<file path="config.mk">
export PLATFORM = sky130hd
export DESIGN_NAME = trim_i2c_nvtrim
export DESIGN_NICKNAME = d
export VERILOG_FILES = /design/src/rtl/trim_i2c_pkg.sv /design/src/rtl/trim_i2c_filter.sv /design/src/rtl/trim_i2c_events.sv /design/src/rtl/trim_nv_cell.sv /design/src/rtl/trim_i2c_slave.sv /design/src/rtl/trim_i2c_nvtrim.sv
export SDC_FILE = /design/constraint.sdc
export NUM_CORES = 1
export LEC_CHECK = 0
export BUFFER_PORTS_ARGS = -buffer_cell sky130_fd_sc_hd__clkbuf_2
export CAP_MARGIN = 20
export CELL_PAD_IN_SITES_DETAIL_PLACEMENT = 0
export CELL_PAD_IN_SITES_GLOBAL_PLACEMENT = 1
export CORE_ASPECT_RATIO = 2
export CORE_UTILIZATION = 51
export CTS_BUF_LIST = sky130_fd_sc_hd__clkbuf_8
export DETAILED_ROUTE_END_ITERATION = 7
export PLACE_DENSITY_LB_ADDON = 0.15
export SLEW_MARGIN = 10
export SYNTH_ARGS = -nofsm -noshare
export SYNTH_HDL_FRONTEND = slang
export SYNTH_SLANG_ARGS = --single-unit
</file>
<file path="constraint.sdc">
create_clock -name clk -period 2.7 [get_ports clk]
set_input_delay 0 -clock clk [delete_from_list [all_inputs] [get_ports clk]]
set_output_delay 0 -clock clk [all_outputs]
set_load 0.05 [all_outputs]
</file>
<file path="src/rtl/trim_i2c_pkg.sv">
package trim_i2c_pkg;

   typedef enum logic [3:0] {
      ST_IDLE,
      ST_DEV,
      ST_DEV_ACK,
      ST_SEL,
      ST_SEL_ACK,
      ST_DATA,
      ST_DATA_ACK,
      ST_RD,
      ST_RD_ACK
   } slv_state_t;

   typedef struct packed {
      logic rise;
      logic fall;
      logic start;
      logic stop;
      logic sda;
   } bus_ev_t;

endpackage

</file>
<file path="src/rtl/trim_i2c_filter.sv">
module trim_i2c_filter #(
   parameter bit MAJORITY = 1'b1
) (
   input  logic clk,
   input  logic rst_n,
   input  logic raw,
   output logic clean
);
   logic [1:0] sync_q;
   logic       clean_q;

   always_ff @(posedge clk) begin
      if (!rst_n) sync_q <= 2'b11;
      else        sync_q <= {sync_q[0], raw};
   end

   generate
      if (MAJORITY) begin : g_vote
         logic [2:0] win_q;
         always_ff @(posedge clk) begin
            if (!rst_n) begin
               win_q   <= 3'b111;
               clean_q <= 1'b1;
            end else begin
               win_q   <= {win_q[1:0], sync_q[1]};
               clean_q <= (win_q[0] & win_q[1]) | (win_q[0] & win_q[2]) |
                          (win_q[1] & win_q[2]);
            end
         end
      end else begin : g_pass
         always_ff @(posedge clk) begin
            if (!rst_n) clean_q <= 1'b1;
            else        clean_q <= sync_q[1];
         end
      end
   endgenerate

   assign clean = clean_q;
endmodule

</file>
<file path="src/rtl/trim_i2c_events.sv">
module trim_i2c_events
   import trim_i2c_pkg::*;
(
   input  logic    clk,
   input  logic    rst_n,
   input  logic    scl_f,
   input  logic    sda_f,
   output bus_ev_t ev
);
   logic scl_p, sda_p;

   always_ff @(posedge clk) begin
      if (!rst_n) begin
         scl_p <= 1'b1;
         sda_p <= 1'b1;
      end else begin
         scl_p <= scl_f;
         sda_p <= sda_f;
      end
   end

   always_comb begin
      ev.rise  = scl_f & ~scl_p;
      ev.fall  = ~scl_f & scl_p;
      ev.start = scl_f & scl_p & sda_p & ~sda_f;
      ev.stop  = scl_f & scl_p & ~sda_p & sda_f;
      ev.sda   = sda_f;
   end
endmodule

</file>
<file path="src/rtl/trim_nv_cell.sv">
module trim_nv_cell #(
   parameter int              CODE_W    = 7,
   parameter int              WR_CYCLES = 10_000_000,
   parameter logic [CODE_W-1:0] INIT_CODE = '0
) (
   input  logic              clk,
   input  logic              rst_n,
   input  logic              wr_en,
   input  logic [CODE_W-1:0] wr_data,
   output logic [CODE_W-1:0] rd_data,
   output logic              busy
);
   localparam int CNT_W = $clog2(WR_CYCLES + 1);
   localparam logic [CNT_W-1:0] CNT_LOAD = CNT_W'(WR_CYCLES);

   logic [CODE_W-1:0] cell_q;
   logic [CNT_W-1:0]  left_q;

   // storage contents survive rst_n; only the power-on value is preset
   initial cell_q = INIT_CODE;

   always @(posedge clk) begin
      if (wr_en) cell_q <= wr_data;
   end

   always_ff @(posedge clk) begin
      if (!rst_n)            left_q <= '0;
      else if (wr_en)        left_q <= CNT_LOAD;
      else if (left_q != '0) left_q <= left_q - 1'b1;
   end

   assign rd_data = cell_q;
   assign busy    = (left_q != '0);
endmodule

</file>
<file path="src/rtl/trim_i2c_slave.sv">
module trim_i2c_slave
   import trim_i2c_pkg::*;
#(
   parameter int          CODE_W  = 7,
   parameter logic [6:0]  DEV_ID  = 7'h4F,
   parameter logic [7:0]  SEL_LIVE = 8'h00,
   parameter logic [7:0]  SEL_SAVE = 8'h80
) (
   input  logic              clk,
   input  logic              rst_n,
   input  bus_ev_t           ev,
   input  logic              busy,
   input  logic              unlock,
   input  logic [CODE_W-1:0] live_code,
   output logic              sda_oe,
   output logic              apply,
   output logic              commit,
   output logic [CODE_W-1:0] new_code
);
   slv_state_t  state_q;
   logic [3:0]  cnt_q;
   logic [7:0]  sh_q, sel_q, tx_q;
   logic        oe_q, apply_q, commit_q;
   logic [CODE_W-1:0] code_q;
   logic [7:0]  rd_byte;

   assign rd_byte = 8'(live_code);

   always_ff @(posedge clk) begin
      if (!rst_n) begin
         state_q  <= ST_IDLE;
         cnt_q    <= '0;
         sh_q     <= '0;
         sel_q    <= '0;
         tx_q     <= '0;
         oe_q     <= 1'b0;
         apply_q  <= 1'b0;
         commit_q <= 1'b0;
         code_q   <= '0;
      end else begin
         apply_q  <= 1'b0;
         commit_q <= 1'b0;
         if (ev.stop) begin
            state_q <= ST_IDLE;
            oe_q    <= 1'b0;
         end else if (ev.start) begin
            state_q <= ST_DEV;
            cnt_q   <= '0;
            oe_q    <= 1'b0;
         end else begin
            case (state_q)
               ST_DEV, ST_SEL, ST_DATA: begin
                  if (ev.rise) begin
                     sh_q  <= {sh_q[6:0], ev.sda};
                     cnt_q <= cnt_q + 1'b1;
                  end else if (ev.fall && cnt_q == 4'd8) begin
                     if (state_q == ST_DEV) begin
                        if (sh_q[7:1] == DEV_ID && !busy) begin
                           oe_q    <= 1'b1;
                           state_q <= ST_DEV_ACK;
                           sel_q   <= {7'd0, sh_q[0]};
                        end else begin
                           state_q <= ST_IDLE;
                        end
                     end else if (state_q == ST_SEL) begin
                        sel_q   <= sh_q;
                        oe_q    <= 1'b1;
                        state_q <= ST_SEL_ACK;
                     end else begin
                        oe_q    <= 1'b1;
                        state_q <= ST_DATA_ACK;
                        code_q  <= sh_q[CODE_W-1:0];
                        if (sel_q == SEL_LIVE) begin
                           apply_q <= 1'b1;
                        end else if (sel_q == SEL_SAVE && unlock) begin
                           apply_q  <= 1'b1;
                           commit_q <= 1'b1;
                        end
                     end
                  end
               end
               ST_DEV_ACK: begin
                  if (ev.fall) begin
                     cnt_q <= '0;
                     if (sel_q[0]) begin
                        tx_q    <= rd_byte;
                        oe_q    <= ~rd_byte[7];
                        state_q <= ST_RD;
                     end else begin
                        oe_q    <= 1'b0;
                        state_q <= ST_SEL;
                     end
                  end
               end
               ST_SEL_ACK: begin
                  if (ev.fall) begin
                     oe_q    <= 1'b0;
                     cnt_q   <= '0;
                     state_q <= ST_DATA;
                  end
               end
               ST_DATA_ACK: begin
                  if (ev.fall) begin
                     oe_q    <= 1'b0;
                     state_q <= ST_IDLE;
                  end
               end
               ST_RD: begin
                  if (ev.rise) begin
                     cnt_q <= cnt_q + 1'b1;
                  end else if (ev.fall) begin
                     if (cnt_q == 4'd8) begin
                        oe_q    <= 1'b0;
                        state_q <= ST_RD_ACK;
                     end else begin
                        tx_q <= {tx_q[6:0], 1'b0};
                        oe_q <= ~tx_q[6];
                     end
                  end
               end
               ST_RD_ACK: begin
                  if (ev.rise && ev.sda) begin
                     state_q <= ST_IDLE;
                  end else if (ev.fall) begin
                     tx_q    <= rd_byte;
                     oe_q    <= ~rd_byte[7];
                     cnt_q   <= '0;
                     state_q <= ST_RD;
                  end
               end
               default: state_q <= ST_IDLE;
            endcase
         end
      end
   end

   assign sda_oe   = oe_q;
   assign apply    = apply_q;
   assign commit   = commit_q;
   assign new_code = code_q;
endmodule

</file>
<file path="src/rtl/trim_i2c_nvtrim.sv">
module trim_i2c_nvtrim
   import trim_i2c_pkg::*;
#(
   parameter int                CODE_W    = 7,
   parameter logic [6:0]        DEV_ID    = 7'h4F,
   parameter logic [7:0]        SEL_LIVE  = 8'h00,
   parameter logic [7:0]        SEL_SAVE  = 8'h80,
   parameter int                WR_CYCLES = 10_000_000,
   parameter logic [CODE_W-1:0] INIT_CODE = '0,
   parameter bit                MAJORITY  = 1'b1
) (
   input  logic              clk,
   input  logic              rst_n,
   input  logic              scl_i,
   input  logic              sda_i,
   output logic              sda_oe,
   input  logic              nv_unlock,
   output logic [CODE_W-1:0] dac_code
);
   generate
      if (CODE_W < 1 || CODE_W > 8) begin : g_bad_width
         $error("CODE_W must lie in 1..8");
      end
      if (WR_CYCLES < 1) begin : g_bad_delay
         $error("WR_CYCLES must be at least 1");
      end
      if (SEL_LIVE == SEL_SAVE) begin : g_bad_sel
         $error("selector codes must differ");
      end
   endgenerate

   logic              scl_f, sda_f;
   bus_ev_t           ev_w;
   logic              apply_w, commit_w, busy_w;
   logic [CODE_W-1:0] data_w, stored_w, live_q;

   trim_i2c_filter #(.MAJORITY(MAJORITY)) u_scl_filt (
      .clk(clk), .rst_n(rst_n), .raw(scl_i), .clean(scl_f));

   trim_i2c_filter #(.MAJORITY(MAJORITY)) u_sda_filt (
      .clk(clk), .rst_n(rst_n), .raw(sda_i), .clean(sda_f));

   trim_i2c_events u_events (
      .clk(clk), .rst_n(rst_n), .scl_f(scl_f), .sda_f(sda_f), .ev(ev_w));

   trim_i2c_slave #(
      .CODE_W(CODE_W), .DEV_ID(DEV_ID),
      .SEL_LIVE(SEL_LIVE), .SEL_SAVE(SEL_SAVE)
   ) u_slave (
      .clk(clk), .rst_n(rst_n), .ev(ev_w), .busy(busy_w),
      .unlock(nv_unlock), .live_code(live_q), .sda_oe(sda_oe),
      .apply(apply_w), .commit(commit_w), .new_code(data_w));

   trim_nv_cell #(
      .CODE_W(CODE_W), .WR_CYCLES(WR_CYCLES), .INIT_CODE(INIT_CODE)
   ) u_cell (
      .clk(clk), .rst_n(rst_n), .wr_en(commit_w), .wr_data(data_w),
      .rd_data(stored_w), .busy(busy_w));

   always_ff @(posedge clk) begin
      if (!rst_n)       live_q <= stored_w;
      else if (apply_w) live_q <= data_w;
   end

   assign dac_code = live_q;
endmodule

</file>
==> results.toml <==
[route]
vias = 3050
drt-initial-drc-count = 185
viasPerCell = 5.78
drtPass1Iterations = 6
post_drt_wl_per_cell_um = 15.4
drcViolationCount = 0
drt_wl_total_um = 8130
drt.antenna.violating_nets = 0

[timing]
finalSetupTns_ns = 0
setup_violations = 0
worst_clock_skew_ns = 0.00907
fmax_mhz = 390
finalHoldViolCount = 0
worst_pin_slew_ns = 0.678
min_period_ns = 2.56
grt_setup_unrepaired = "false"
slew_viol_final = 0
post-route-period-util = 0.949
relSlewSlack = 0.548

[pwr]
p_clk_frac = 0.223
p_per_area_nw_per_um2 = 898
seqPwrFrac = 0.419
leakagePower_nw = 1.89
ir_drop_mv = 1.02
combPwrFrac = 0.358
p_int_mw = 2.63
power_switching_mw = 1.47
swShare = 0.358

[placement]
gp_congestion = 0.805
placedInstanceArea_sq_um = 4330
dp_hpwl_um = 5720
io_buffers = 12

[logic_synthesis]
syn_avg_cell_area_sq_um = 10.1
synth.top_cell.area_share = 0.383
netlist_top_cells_area = "dfxtp_1 38%, edfxtp_1 10%, mux2i_1 6.3%, nor2b_1 3.5%, nand2b_1 2.6%"
synth-edff-count = 14
yosys.area.top_type = "dfxtp_1"
synth_fp_nets = 420
syn_area_sq_um = 4130
synth-seq-cells = 93
synth_cell_types = 56
synth_common_cells = "79 x dfxtp_1, 26 x mux2i_1, 25 x nor2_1"
synth.most_common_cell = "dfxtp_1"
syn_inst = 411
synth_ff_type = "dfxtp_1"
ys_seq_area_frac = 0.485
synthArstFlopShare = 0
ys_warn_count = 0

[worst_setup_path]
worstRegToRegCells = 7
critical_path_class = "reg -> reg"
worstPathRequired_ns = 2.96
r2r_end = "u_slave.sel_q[4]"
startpoint_type = "flip-flop"
r2r_start = "u_cell.left_q[0]"
startpoint = "u_cell.left_q[0]"
reg2reg_slack_ns = 0.14
cp_max_fo = 8
crit_arrival_ns = 2.82
worstSetupEndpointType = "flip-flop"
crit_end = "u_slave.sel_q[4]"

[status]
status = "completed"

[finish]
antennaDiodeCount = 0
regArea_sq_um = 2000
area_growth_syn_to_layout_pct = 10.5
multi_input_area_sq_um = 2000
fill_cells = 719
drive_above_1_share = 0.137
nNetsFinal = 436
fin_area_sq_um = 4570

[clock_tree]
clock_latency_ns = 0.37
cts-htree-levels = 3
clk_pin_slew_ns = 0.09
root_buffer = "clkbuf_8"
cts.path.max_buffers = 2
cts_tree = "built"
numCtsBuffers = 9
cts_sinks = 93
postCtsSetupRepairBufs = 0

[grt]
grt_pass1_wl_um = 14000
antenna_found_initial = 0
grt_overflow = 0
grt_use_total = 0.215
grt_pass1_vias = 3088
grt_max_degree = 38

[flow_run]
drv_cap = 0

[die]
fp-row-count = 46
die_h_um = 129
dieArea_sq_um = 8490
core_sq_um = 7890
ios = 13
die_x_um = 65.6
initial_core_util = 0.524

[worst_hold_path]
hold_class = "in -> reg"
==> worst min path at each step <==
| stage | cells past startpoint | start | end |
|---|---|---|---|
| final | 3 | sda_i | u_sda_filt.sync_q[0] |
| after global routing | 3 | sda_i | u_sda_filt.sync_q[0] |
| after CTS | 3 | scl_i | u_scl_filt.sync_q[0] |
| after detailed placement | 2 | sda_i | u_sda_filt.sync_q[0] |
| after global placement | 2 | scl_i | u_scl_filt.sync_q[0] |
| after floorplan | 1 | scl_i | u_scl_filt.sync_q[0] |
==> logic make-up after synthesis <==
group | Yosys count | synth area share
buf+inv | 36 | 0.0330
fa+ha+maj | 4 | 0.0121
xor+xnor | 16 | 0.0339
mux | 33 | 0.0821
simple gates | 144 | 0.201
flops | 93 | 0.485
compound gates | 85 | 0.154
==> power groups by stage <==
stage	registers, mW	clock network [mW]	logic, mW
after floorplan	1.72	0	1.09
after global placement	1.74	0	1.42
after detailed placement	1.75	0	1.44
after CTS	1.71	0.942	1.45
after global routing	1.74	0.995	1.65
final	1.72	0.914	1.47
==> state kept, by name, indices dropped and copies added (netlist names), 2 cells and up <==
| signal | cells |
|---|---|
| u_slave.sh_q | 8 |
| u_scl_filt.sync_q | 2 |
| u_sda_filt.sync_q | 2 |
| u_scl_filt.g_vote.win_q | 3 |
| u_sda_filt.g_vote.win_q | 3 |
| dac_code | 7 |
| u_cell.rd_data | 7 |
| u_slave.state_q | 4 |
| u_slave.sel_q | 8 |
| u_slave.tx_q | 7 |
| u_cell.left_q | 24 |
| u_slave.cnt_q | 4 |
| u_slave.new_code | 7 |
==> per-stage QoR <==
stage,power [mW],setup slack (ns),utilization,std cells,hold slack [ns]
6_report,4.10,0.138,0.579,528,0.362
3_5_place_dp,3.18,0.102,0.549,508,0.189
4_1_cts,4.11,0.0812,0.578,528,0.346
3_3_place_gp,3.16,0.170,0.549,508,0.182
5_1_grt,4.38,0.0487,0.579,528,0.375
2_1_floorplan,2.81,0.295,-,411,0.101
==> per-layer routing <==
layer	global-route usage	routed length (um)	vias up
li1	-	-	1523
met1	0.217	3270	1467
met2	0.397	4460	41
met3	0.0431	166	19
met4	0.116	239	0
met5	0	0	-
==> area by class of cell <==
type                    instances  area share
flip-flops and latches         93       0.438
multi-input cells             282       0.438
repair buffers                 31      0.0466
clock buffers                   9      0.0271
well taps                      96      0.0263
clock inverters                 7      0.0148
inverters                      10     0.00822
==> cells in the final DEF, fill, tap and decap left out, types with 4 or more instances in the layout <==
| cell type | n |
|---|---|
| or4_1 | 5 |
| clkbuf_2 | 12 |
| nand3_1 | 8 |
| xnor2_1 | 7 |
| o21a_1 | 10 |
| a32o_1 | 7 |
| a21oi_1 | 11 |
| buf_4 | 15 |
| or3_1 | 9 |
| xor2_1 | 9 |
| dlygate4sd3_1 | 4 |
| ha_1 | 4 |
| nand2b_1 | 17 |
| nor2_1 | 25 |
| o31a_1 | 5 |
| nor3_1 | 8 |
| edfxtp_1 | 14 |
| mux2i_1 | 26 |
| nand2_1 | 19 |
| inv_1 | 12 |
| mux2_2 | 7 |
| a311oi_1 | 4 |
| nand3b_1 | 4 |
| o21ai_0 | 11 |
| nor2b_1 | 23 |
| a211oi_1 | 7 |
| clkbuf_8 | 9 |
| o211a_1 | 6 |
| dfxtp_1 | 79 |
| o31ai_1 | 5 |
==> worst max-delay path: stages, from the launching register on <==
cell,delay (ns)
dfxtp_1,0.34
inv_1,0.08
ha_1,0.13
or4b_2,0.59
or3_1,0.45
nor4_4,0.37
o21ai_2,0.18
a32o_1,0.31
==> timing repair <==
action | 4_1_cts | 5_1_grt
resized for setup | 0 | 1
hold buffers | 4 | 0
endpoints found under the setup margin | 0 | 7
hold endpoints to repair | 7 | 0
(Power assumes the default switching activity.)
